[config.mk]
export PLATFORM = sky130hd
export DESIGN_NAME = mod_power_ctl
export DESIGN_NICKNAME = d
export VERILOG_FILES = /design/src/rtl/mod_power_pkg.sv /design/src/rtl/mod_power_ctrl.sv /design/src/rtl/mod_power_dp.sv /design/src/rtl/mod_power_ctl.sv
export SDC_FILE = /design/constraint.sdc
export NUM_CORES = 1
export LEC_CHECK = 0
export ABC_AREA = 1
export BUFFER_PORTS_ARGS = -buffer_cell sky130_fd_sc_hd__buf_2
export CAP_MARGIN = 10
export CORE_AREA = 10 10 47 49
export CTS_CLUSTER_SIZE = 14
export DETAILED_ROUTE_END_ITERATION = 8
export DIE_AREA = 0 0 57 59
export GPL_TIMING_DRIVEN = 0
export PLACE_DENSITY = 0.71
export SYNTH_ARGS = -nofsm -noshare
export SYNTH_HDL_FRONTEND = slang
export SYNTH_SLANG_ARGS = --single-unit
[constraint.sdc]
create_clock -name clk -period 1.5 [get_ports clk]
set_clock_uncertainty 0.15 [all_clocks]
set_input_delay 0.3 -clock clk [delete_from_list [all_inputs] [get_ports clk]]
set_output_delay 0.3 -clock clk [all_outputs]
set_load 0.05 [all_outputs]
[src/rtl/mod_power_pkg.sv]
package mod_power_pkg;
  localparam int STATE_W = 3;

  typedef enum logic [STATE_W-1:0] {
    ST_GATED_HELD = 3'd0,
    ST_HELD       = 3'd1,
    ST_GATED      = 3'd2,
    ST_RUN        = 3'd3,
    ST_AUTO_SLEEP = 3'd4,
    ST_AUTO_WAKE  = 3'd5
  } pstate_e;

  // strobes from control to datapath
  typedef struct packed {
    logic    loadState;
    pstate_e nextState;
    logic    sleepClk;
    logic    sleepGrant;
    logic    lrstAssert;
    logic    lrstRelease;
  } strobe_t;
endpackage

[src/rtl/mod_power_ctrl.sv]
module mod_power_ctrl
  import mod_power_pkg::*;
#(
  parameter bit AUTO_ONLY = 1'b0
) (
  input  logic                clk,
  input  logic                rstN,
  input  logic [STATE_W-1:0]  reqState,
  input  logic                go,
  input  logic                lrstBit,
  input  logic                accReq,
  input  logic                accDone,
  input  logic                txBusy,
  input  pstate_e             curState,
  input  logic                localRstN,
  output strobe_t             strobe,
  output logic                transBusy
);
  typedef enum logic [1:0] {SP_IDLE, SP_WAKE, SP_GRANT, SP_DRAIN} sleep_e;

  pstate_e target;
  pstate_e pendState;
  logic    busyQ;
  sleep_e  sleepPhase;

  // request decode: out-of-range and strap-forbidden codes become running
  always_comb begin
    target = ST_RUN;
    case (reqState)
      3'd0, 3'd1, 3'd2: target = AUTO_ONLY ? ST_RUN : pstate_e'(reqState);
      3'd3, 3'd4, 3'd5: target = pstate_e'(reqState);
      default:          target = ST_RUN;
    endcase
  end

  always_ff @(posedge clk or negedge rstN) begin
    if (!rstN) begin
      busyQ     <= 1'b0;
      pendState <= ST_RUN;
    end else if (go && !busyQ) begin
      busyQ     <= 1'b1;
      pendState <= target;
    end else begin
      busyQ     <= 1'b0;
    end
  end

  // auto-sleep access sequencing
  always_ff @(posedge clk or negedge rstN) begin
    if (!rstN) begin
      sleepPhase <= SP_IDLE;
    end else if (busyQ || curState != ST_AUTO_SLEEP) begin
      sleepPhase <= SP_IDLE;
    end else begin
      case (sleepPhase)
        SP_IDLE:  if (accReq) sleepPhase <= SP_WAKE;
        SP_WAKE:  sleepPhase <= SP_GRANT;
        SP_GRANT: if (accDone) sleepPhase <= SP_DRAIN;
        default:  sleepPhase <= SP_IDLE;
      endcase
    end
  end

  always_comb begin
    strobe.loadState   = busyQ;
    strobe.nextState   = pendState;
    strobe.sleepClk    = (sleepPhase != SP_IDLE);
    strobe.sleepGrant  = (sleepPhase == SP_GRANT);
    strobe.lrstAssert  = !lrstBit && localRstN && !txBusy;
    strobe.lrstRelease = lrstBit && !localRstN;
  end

  assign transBusy = busyQ;

  // a transition settles within one cycle
  assert_busy_one_cycle_R4: assert property (@(posedge clk) disable iff (!rstN)
    transBusy |=> !transBusy);

  // grant is never presented without the sleep clock running
  assert_grant_has_clock_R5: assert property (@(posedge clk) disable iff (!rstN)
    strobe.sleepGrant |-> strobe.sleepClk);
endmodule

[src/rtl/mod_power_dp.sv]
module mod_power_dp
  import mod_power_pkg::*;
#(
  parameter bit AUTO_ONLY = 1'b0
) (
  input  logic    clk,
  input  logic    rstN,
  input  strobe_t strobe,
  input  logic    accReq,
  input  logic    extEvent,
  input  logic    txBusy,
  output pstate_e curState,
  output logic    localRstN,
  output logic    clkEn,
  output logic    modRstN,
  output logic    accGrant,
  output logic    extAck
);
  logic awake;
  logic stateRstN;

  always_ff @(posedge clk or negedge rstN) begin
    if (!rstN) begin
      curState  <= ST_RUN;
      awake     <= 1'b0;
      localRstN <= 1'b1;
    end else begin
      if (strobe.loadState) curState <= strobe.nextState;
      if (strobe.loadState) awake <= 1'b0;
      else if (curState == ST_AUTO_WAKE && accReq) awake <= 1'b1;
      if (strobe.lrstAssert) localRstN <= 1'b0;
      else if (strobe.lrstRelease) localRstN <= 1'b1;
    end
  end

  always_comb begin
    clkEn     = 1'b1;
    stateRstN = 1'b1;
    accGrant  = accReq;
    case (curState)
      ST_GATED_HELD: begin clkEn = 1'b0; stateRstN = 1'b0; accGrant = 1'b0; end
      ST_HELD:       begin clkEn = 1'b1; stateRstN = 1'b0; accGrant = 1'b0; end
      ST_GATED:      begin clkEn = 1'b0; accGrant = 1'b0; end
      ST_AUTO_SLEEP: begin clkEn = strobe.sleepClk; accGrant = strobe.sleepGrant; end
      ST_AUTO_WAKE:  begin clkEn = awake; accGrant = awake && accReq; end
      default:       begin clkEn = 1'b1; accGrant = accReq; end
    endcase
  end

  assign modRstN = stateRstN && localRstN;
  assign extAck  = extEvent && (curState == ST_RUN);

  // a gated clock never acknowledges an external event
  assert_no_ext_when_gated_R9: assert property (@(posedge clk) disable iff (!rstN)
    !clkEn |-> !extAck);

  // in auto-sleep the clock precedes the grant by a cycle
  assert_clock_before_grant_R5: assert property (@(posedge clk) disable iff (!rstN)
    (curState == ST_AUTO_SLEEP && $rose(accGrant)) |-> $past(clkEn));

  // once woken, auto-wake keeps the clock running
  assert_wake_holds_clock_R7: assert property (@(posedge clk) disable iff (!rstN)
    (curState == ST_AUTO_WAKE && awake) |-> clkEn);

  // local reset asserts only when no transaction was outstanding
  assert_lrst_drained_R11: assert property (@(posedge clk) disable iff (!rstN)
    $fell(localRstN) |-> $past(!txBusy));

  generate
    if (AUTO_ONLY) begin : g_strap
      // strapped module never sits in a gated or held state
      assert_strap_states_R10: assert property (@(posedge clk) disable iff (!rstN)
        curState inside {ST_RUN, ST_AUTO_SLEEP, ST_AUTO_WAKE});
    end
  endgenerate
endmodule

[src/rtl/mod_power_ctl.sv]
module mod_power_ctl
  import mod_power_pkg::*;
#(
  parameter bit AUTO_ONLY = 1'b0
) (
  input  logic               clk,
  input  logic               rstN,
  input  logic [STATE_W-1:0] reqState,
  input  logic               go,
  input  logic               lrstBit,
  input  logic               accReq,
  input  logic               accDone,
  input  logic               extEvent,
  input  logic               txBusy,
  output logic               clkEn,
  output logic               modRstN,
  output logic               accGrant,
  output logic               extAck,
  output logic [STATE_W-1:0] curState,
  output logic               transBusy
);
  strobe_t strobe;
  pstate_e stateQ;
  logic    localRstN;

  mod_power_ctrl #(.AUTO_ONLY(AUTO_ONLY)) u_ctrl (
    .clk(clk), .rstN(rstN), .reqState(reqState), .go(go), .lrstBit(lrstBit),
    .accReq(accReq), .accDone(accDone), .txBusy(txBusy), .curState(stateQ),
    .localRstN(localRstN), .strobe(strobe), .transBusy(transBusy)
  );

  mod_power_dp #(.AUTO_ONLY(AUTO_ONLY)) u_dp (
    .clk(clk), .rstN(rstN), .strobe(strobe), .accReq(accReq), .extEvent(extEvent),
    .txBusy(txBusy), .curState(stateQ), .localRstN(localRstN), .clkEn(clkEn),
    .modRstN(modRstN), .accGrant(accGrant), .extAck(extAck)
  );

  assign curState = stateQ;
endmodule

==> summary.txt, run 1 <==
Run status
  • Status: complete, but fails checks
  • Failing checks: setup timing

Detailed routing
  • Post-DRT Antenna Nets: 0
  • Iter 0 DRT Violations: 8
  • Routed wire length: 1.43 mm
  • Vias: 565
  • Drc violations: 0
  • Avg Vias per Cell: 4.87
  • Drt wl/cell: about 12 um
  • Drt first pass iters: 4

Logic synthesis
  • Top-count cell post-synth: nand2_1
  • Mux cell area share after synthesis: 0%
  • Synth Area in XOR/XNOR: 0%
  • Async SR Flop Fraction: 100%
  • Commonest register cell after synthesis: dfrtp_1
  • Library cells used by synthesis: 17
  • Synth Area in Adders: between 4 and 5%
  • Synth top area share: around 26%
  • Simple-gate area share of the yosys netlist: 27.1%
  • Most area-consuming cells after synthesis: dfrtp_1 (26%), dfstp_2 (22%), nand2_1 (11%)
  • Syn Std Cell Area: 587 sq um
  • Synth Area in Compound Gates: between 10% and 20%
  • Sequential fraction of the synthesis area: between 40% and 50%
  • Commonest cells post-synth: nand2_1 (17), inv_1 (12), nor2_1 (7), dfrtp_1 (6)
  • Main combinational cell family by area after synthesis: simple AND/OR/NAND/NOR gates
  • Synthesized net count: 84
  • EDFF count, synth: 0
  • #FFs+latches synth: 11
  • Post-synthesis area per instance: 8.26 sq um
  • Syn Inst Count: 71
  • YS warnings: 0
  • Post-synth top area cell: dfrtp_1

Cells and area
  • Fin nets: 114
  • Final core utilization: 64.7%
  • Layout cells sized above 1: 51.0%
  • P&R area growth vs syn: 54.6%
  • Inserted Diodes: 0

Worst hold path
  • Worst Hold Endpoint: u_dp.localRstN$_DFFE_PN1P_
  • Hold Crit Class: in2reg
  • Hold Path Depth: 2
  • Worst hold start: lrstBit

Timing
  • Min Tclk post-route: between 1500 and 2000 ps
  • Max Clk Rate: 0.536 GHz
  • Slew @ Worst Pin: 316 ps
  • Hold Fails Final Rpt: 0
  • Hold Worst Slack: 73.4 ps
  • Max Slew Vio Count: 0
  • Final WS setup: -364 ps
  • Relative slew slack: 78.7%
  • # setup viols final: 6
  • RSZ-0062 raised after global routing: true
  • Post-route clock period utilization: 124%

Setup path
  • Register-to-Register Path Depth: 7
  • CP required: approximately 1100 ps
  • CP Capture Type: primary output
  • CP arrival: 1410 ps
  • Critical R2R Capture: u_ctrl.sleepPhase[0]$_DFFE_PN0P_
  • CP Launch Type: register
  • R2R setup slack: 100 ps
  • RR Startpoint: u_dp.curState[1]$_DFFE_PN1P_
  • CP max FO: 6
  • Type of the worst setup path: reg2out

Global route
  • Initial antenna violation count: 0
  • Total Routing Usage GR: under 10%
  • First-pass GRT wire length: 2.49 mm
  • Largest net degree at the start of global routing: 12
  • Overflow after GRT: 0
  • Vias in the first global route: around 600

CTS
  • Clock root buffer: clkbuf_4
  • Clock Latency Late Sink: 260 ps
  • Clock sink total: 11
  • Htree depth: 1
  • CTS clock-pin slew for the worst setup and hold paths: approximately 60 ps
  • CTS tree: yes
  • CTS Buf Count: 3
  • Clock Path Buffers: 2

Placed design
  • Final HPWL DP: ~1.1 mm
  • IO Port Bufs: 18
  • RePlAce Congestion: 0.725

Die
  • Die area: ~0.0034 sq mm
  • Die height: 59 um
  • Die Width: 57 um
  • Starting Density: 41.9%
  • Row cnt: 14
  • Core area: 0.00140 sq mm
  • I/O Pins: 19

Power and ir drop
  • P_leak: 0.460 nW
  • Peak supply drop: 0.000728 V
  • Total power: roughly 0.99 mW
  • Power Dens Cells: 1100 mW/mm^2

Run
  • Maxcap violations: 0
==> sequential cells by signal, indices dropped and copies added (netlist names) <==
register           flops
u_dp.localRstN         1
u_ctrl.sleepPhase      2
u_ctrl.pendState       3
u_dp.awake             1
u_ctrl.transBusy       1
u_dp.curState          3
==> final cells by class <==
cell class | count | area [sq um]
fill | 127 | 494
multi-input combinational | 47 | 309
buffer | 1 | 11.3
sequential | 11 | 287
timing repair buffer | 25 | 209
clock buffer | 4 | 26.3
inverter | 12 | 45.0
tap | 16 | 20.0
==> how the worst max path moves through the flow <==
stage                                             from        to  slack, ps
after floorplan           u_dp.curState[0]$_DFFE_PN1P_  accGrant       -150
after global routing      u_dp.curState[1]$_DFFE_PN1P_     clkEn       -430
after CTS                 u_dp.curState[1]$_DFFE_PN1P_     clkEn       -350
final                     u_dp.curState[1]$_DFFE_PN1P_     clkEn       -360
after detailed placement  u_dp.curState[1]$_DFFE_PN1P_  accGrant       -200
after global placement    u_dp.curState[1]$_DFFE_PN1P_  accGrant       -170
==> cell usage in the layout (no fill, tap or decap), types with 3 or more instances in the layout <==
master and n:
buf_2 12, dfrtp_1 5, a21oi_1 5, nor2_1 5, o21ai_0 5, inv_1 9, clkbuf_4 3, buf_4 5
nand2_2 5, nand2_1 12, dfstp_2 4, buf_8 6, inv_2 3
==> per-stage QoR <==
stage / cells / TNS [ps] / worst slack, ps / instance area, sq um
after floorplan: 71 / -346 / -149 / 631
after global placement: 105 / -323 / -171 / 741
after detailed placement: 105 / -394 / -201 / 741
after CTS: 117 / -1820 / -350 / 880
after global routing: 116 / -1670 / -425 / 907
final: 116 / -1350 / -364 / 907
==> kinds of logic (layout without fill, tap and decap cells) <==
| family | count (synthesis) | after routing |
|---|---|---|
| AND/OR/NAND/NOR | 33 | 33 |
| buffers and inverters | 13 | 42 |
| AO/OA/AOI/OAI | 12 | 12 |
| flip-flops | 11 | 11 |
| adder cells (fa/ha/maj) | 2 | 2 |
==> metal layers <==
metal	vias up	track usage (%)	wire length [um]
met1	262	9.93	582
li1	281	-	-
met3	4	2.36	69
met4	0	6.38	21
met5	-	0	0
met2	18	15.5	760
==> worst max-delay path: stages, from the launching register on <==
cell	delay (ps)
dfstp_4	670
inv_2	50
nand3_2	80
inv_2	60
nand2_2	80
nand3_4	70
buf_8	160
==> where the power goes <==
part	total (mW)	switching (mW)	internal (mW)
registers	0.385	0.0390	0.346
clock network	0.191	0.0881	0.103
logic	0.418	0.240	0.179
total	0.994	0.367	0.627
==> repair_timing <==
| item | 4_1_cts | 5_1_grt |
|---|---|---|
| cloned | 0 | 0 |
| hold buffers | 1 | 0 |
| gates resized for setup | 18 | 10 |
| endpoints found under the setup margin | 6 | 8 |
| hold endpoints to repair | 11 | 0 |
| buffers inserted | 7 | 3 |
| pin swaps | 3 | 7 |
Power figures use the tool's default switching activity.
==> run 2: changes to the inputs <==
--- a/config.mk
+++ b/config.mk
@@ -5,7 +5,7 @@
 export SDC_FILE = /design/constraint.sdc
 export NUM_CORES = 1
 export LEC_CHECK = 0
-export ABC_AREA = 1
+export ABC_AREA = 0
 export BUFFER_PORTS_ARGS = -buffer_cell sky130_fd_sc_hd__buf_2
 export CAP_MARGIN = 10
 export CORE_AREA = 10 10 47 49
@@ -13,7 +13,7 @@
 export DETAILED_ROUTE_END_ITERATION = 8
 export DIE_AREA = 0 0 57 59
 export GPL_TIMING_DRIVEN = 0
-export PLACE_DENSITY = 0.71
+export PLACE_DENSITY = 0.69
 export SYNTH_ARGS = -nofsm -noshare
 export SYNTH_HDL_FRONTEND = slang
 export SYNTH_SLANG_ARGS = --single-unit
==> summary.txt, run 2 <==
CTS
  • Clock sink total: 11 (unchanged)
  • Htree depth: 1 (unchanged)
  • Clock Latency Late Sink: 260 ps (about the same)
  • Clock root buffer: clkbuf_4 (unchanged)
  • CTS clock-pin slew for the worst setup and hold paths: 60 ps (about the same)
  • CTS tree: yes (unchanged)
  • CTS Buf Count: 3 (unchanged)
  • Clock Path Buffers: 2 (unchanged)

Cells and area
  • Filler instances: 122 (was 127)
  • Top flop regs: u_ctrl.pendState (3), u_dp.curState (3), u_ctrl.sleepPhase (2) (unchanged)
  • Commonest cells after routing, fill and taps aside: buf_2 (12), nand2_1 (5), buf_6 (5), dfstp_2 (5) (was nand2_1 (12), buf_2 (12), inv_1 (9))
  • Register Area: 284 sq um (was 287 sq um)
  • Multi-input combinational cell area: 292 sq um (was 309 sq um)
  • Non-Filler Instances: 99 (was 116)
  • Most common cell after layout, fill and taps aside: buf_2
  • Layout cells sized above 1: 59.0% (was 51.0%)
  • Inserted Diodes: 0 (unchanged)
  • Fin nets: 97 (was 114)
  • Final Cell Area: 845 sq um (was 907 sq um)
  • P&R area growth vs syn: 50.3% (was 54.6%)

Logic synthesis
  • Synth Area in XOR/XNOR: 0% (unchanged)
  • Async SR Flop Fraction: 100% (unchanged)
  • Top-count cell post-synth: inv_1 (was nand2_1)
  • Main combinational cell family by area after synthesis: compound AO/OA/AOI/OAI gates (was simple AND/OR/NAND/NOR gates)
  • Mux cell area share after synthesis: 4.01% (was 0%)
  • Syn Std Cell Area: 562 sq um (was 587 sq um)
  • Post-synth top area cell: dfrtp_1 (unchanged)
  • Synthesized net count: 69 (was 84)
  • EDFF count, synth: 0 (unchanged)
  • Post-synthesis area per instance: 10.0 sq um (was 8.26 sq um)
  • Commonest register cell after synthesis: dfrtp_1 (unchanged)
  • YS warnings: 0 (unchanged)
  • Synth Area in Compound Gates: 20.3% (was 11.1%)
  • #FFs+latches synth: 11 (unchanged)
  • Commonest cells post-synth: inv_1 (7), dfrtp_1 (6), dfstp_2 (5), nand2_1 (5), o21ai_0 (5) (was nand2_1 (17), inv_1 (12), nor2_1 (7), dfrtp_1 (6))
  • Library cells used by synthesis: 25 (was 17)
  • Most area-consuming cells after synthesis: dfrtp_1 (27%), dfstp_2 (23%), inv_1 (4.7%) (was dfrtp_1 (26%), dfstp_2 (22%), nand2_1 (11%))
  • Sequential fraction of the synthesis area: 50.1% (was 48.0%)
  • Synth Area in Adders: 4.45% (was 4.26%)
  • Synth top area share: 26.7% (was 25.6%)
  • Syn Inst Count: 56 (was 71)
  • Simple-gate area share of the yosys netlist: 15.8% (was 27.1%)

Power and ir drop
  • Total power: 0.983 mW (was 0.994 mW)
  • Psw: 0.362 mW (was 0.367 mW)
  • Peak supply drop: 0.000549 V (was 0.000728 V)
  • P_leak: 0.383 nW (was 0.460 nW)
  • Power Dens Cells: 1160 mW/mm^2 (was 1100 mW/mm^2)
  • Sequential Power Share: 38.9% (was 38.7%)
  • Clock network power share: 19.6% (was 19.2%)
  • Sw frac: 36.9% (about the same)
  • Logic pwr share: 41.5% (was 42.1%)
  • Int Power: 0.620 mW (was 0.627 mW)

Placed design
  • Final HPWL DP: 952 um (was 1.05 mm)
  • IO Port Bufs: 18 (unchanged)
  • Placed inst area: 708 sq um (was 741 sq um)
  • RePlAce Congestion: 0.714 (was 0.725)
  • DP Cell Count: 90 (was 105)

Die
  • Die height: 59 um (unchanged)
  • Die area: 0.00336 sq mm (unchanged)
  • Die Width: 57 um (unchanged)
  • Core area: 0.00140 sq mm (unchanged)
  • Starting Density: 40.1% (was 41.9%)
  • Row cnt: 14 (unchanged)
  • I/O Pins: 19 (unchanged)

Global route
  • First-pass GRT wire length: 2.04 mm (was 2.49 mm)
  • Initial antenna violation count: 0 (unchanged)
  • Overflow after GRT: 0 (unchanged)
  • Total Routing Usage GR: 7.73% (was 9.22%)
  • GRT busiest layer: met2 (unchanged)
  • GR Util met3: 4.29% (was 2.36%)
  • Vias in the first global route: 467 (was 596)
  • Met1 usage: 8.07% (was 9.93%)
  • Largest net degree at the start of global routing: 12 (unchanged)
  • Met2 usage: 11.8% (was 15.5%)

Setup path
  • Type of the worst setup path: reg2out (unchanged)
  • CP arrival: 1410 ps (about the same)
  • CP max FO: 4 (was 6)
  • CP Launch Type: register (unchanged)
  • Register-to-Register Path Depth: 3 (was 7)
  • CP required: 1050 ps (about the same)
  • CP Capture Type: primary output (unchanged)

Detailed routing
  • Drt wl/cell: 12.9 um (was 12.4 um)
  • Drt first pass iters: 2 (was 4)
  • Avg Vias per Cell: 5.14 (was 4.87)
  • Routed wire length: 1.28 mm (was 1.43 mm)
  • Drc violations: 0 (unchanged)
  • Iter 0 DRT Violations: 4 (was 8)
  • Vias: 509 (was 565)
  • Post-DRT Antenna Nets: 0 (unchanged)

Run
  • Maxcap violations: 0 (unchanged)

Timing
  • Slew @ Worst Pin: 251 ps (was 316 ps)
  • RSZ-0062 raised after global routing: true (unchanged)
  • Hold Fails Final Rpt: 0 (unchanged)
  • Min Tclk post-route: 1860 ps (about the same)
  • Relative slew slack: 83.4% (was 78.7%)
  • Final WS setup: -358 ps (was -364 ps)
  • Setup TNS: -1200 ps (was -1350 ps)
  • Hold Worst Slack: 66.1 ps (was 73.4 ps)
  • Max Clk Rate: 0.538 GHz (was 0.536 GHz)
  • # setup viols final: 6 (unchanged)
  • Max Slew Vio Count: 0 (unchanged)
  • Post-route clock period utilization: 124% (about the same)

Worst hold path
  • Hold Crit Class: in2reg (unchanged)
  • Hold Path Depth: 2 (unchanged)

Run status
  • Failing checks: setup timing (unchanged)
  • Status: complete, but fails checks (unchanged)
==> run 2: stage by stage <==
| stage | setup WS [ps] | util [%] |
|---|---|---|
| final | -358 | 60.3 |
| after floorplan | -531 | - |
| after global routing | -435 | 60.3 |
| after detailed placement | -191 | 50.5 |
| after CTS | -381 | 58.4 |
| after global placement | -189 | 50.5 |
==> run 2: cell type report <==
type | instances | area share, %
buffer | 1 | 1.78
sequential | 11 | 33.6
timing repair buffer | 23 | 21.2
inverter | 7 | 3.41
tap | 16 | 2.37
clock buffer | 4 | 3.11
multi-input combinational | 37 | 34.5
==> run 2: cells by family (layout without fill, tap and decap cells) <==
kind of cell	after synthesis	in the layout
flops	11	11
fa+ha+maj	2	2
compound gates	17	17
simple gates	16	16
buf+inv	8	35
mux	2	2
==> run 2: routing by layer <==
| layer | vias up | share of wire [%] |
|---|---|---|
| met5 | - | 0 |
| met3 | 0 | 7.7 |
| met1 | 241 | 43 |
| met4 | 0 | 0 |
| met2 | 13 | 49 |
| li1 | 255 | - |
==> run 2: repair_timing <==
item / CTS / global route
pin swaps: 4 / 2
endpoints found under the hold margin: 11 / 0
resized for setup: 19 / 5
setup buffers: 2 / 2
setup endpoints to repair: 7 / 7
hold buffers: 1 / 0
gates cloned: 0 / 0
==> run 2: power by group through the flow <==
| stage | Combinational, mW | Clock (mW) | Sequential (mW) |
|---|---|---|---|
| after floorplan | 0.181 | 0 | 0.437 |
| after global placement | 0.307 | 0 | 0.383 |
| after detailed placement | 0.311 | 0 | 0.385 |
| after CTS | 0.388 | 0.201 | 0.382 |
| after global routing | 0.436 | 0.218 | 0.387 |
| final | 0.407 | 0.193 | 0.383 |
==> run 2: path summary, 6_finish.rpt <==
| kind | startpoint | end | slack [ps] |
|---|---|---|---|
| max in group asynchronous | rstN | u_dp.curState[1]$_DFFE_PN1P_ | 660 |
| worst max-delay path | u_dp.curState[1]$_DFFE_PN1P_ | accGrant | -360 |
| worst max register to register | u_dp.curState[2]$_DFFE_PN0P_ | u_ctrl.sleepPhase[0]$_DFFE_PN0P_ | 180 |
| worst min register to register | u_ctrl.pendState[0]$_DFFE_PN1P_ | u_ctrl.pendState[0]$_DFFE_PN1P_ | 330 |
| worst min-delay path | lrstBit | u_dp.localRstN$_DFFE_PN1P_ | 70 |
| min in group asynchronous | rstN | u_dp.awake$_DFFE_PN0P_ | 280 |
==> run 2: critical path, stage by stage (launching register included) <==
cell and delay, ps:
dfstp_2 560, nand2b_2 130, nor2_1 50, a22o_2 270, buf_8 150
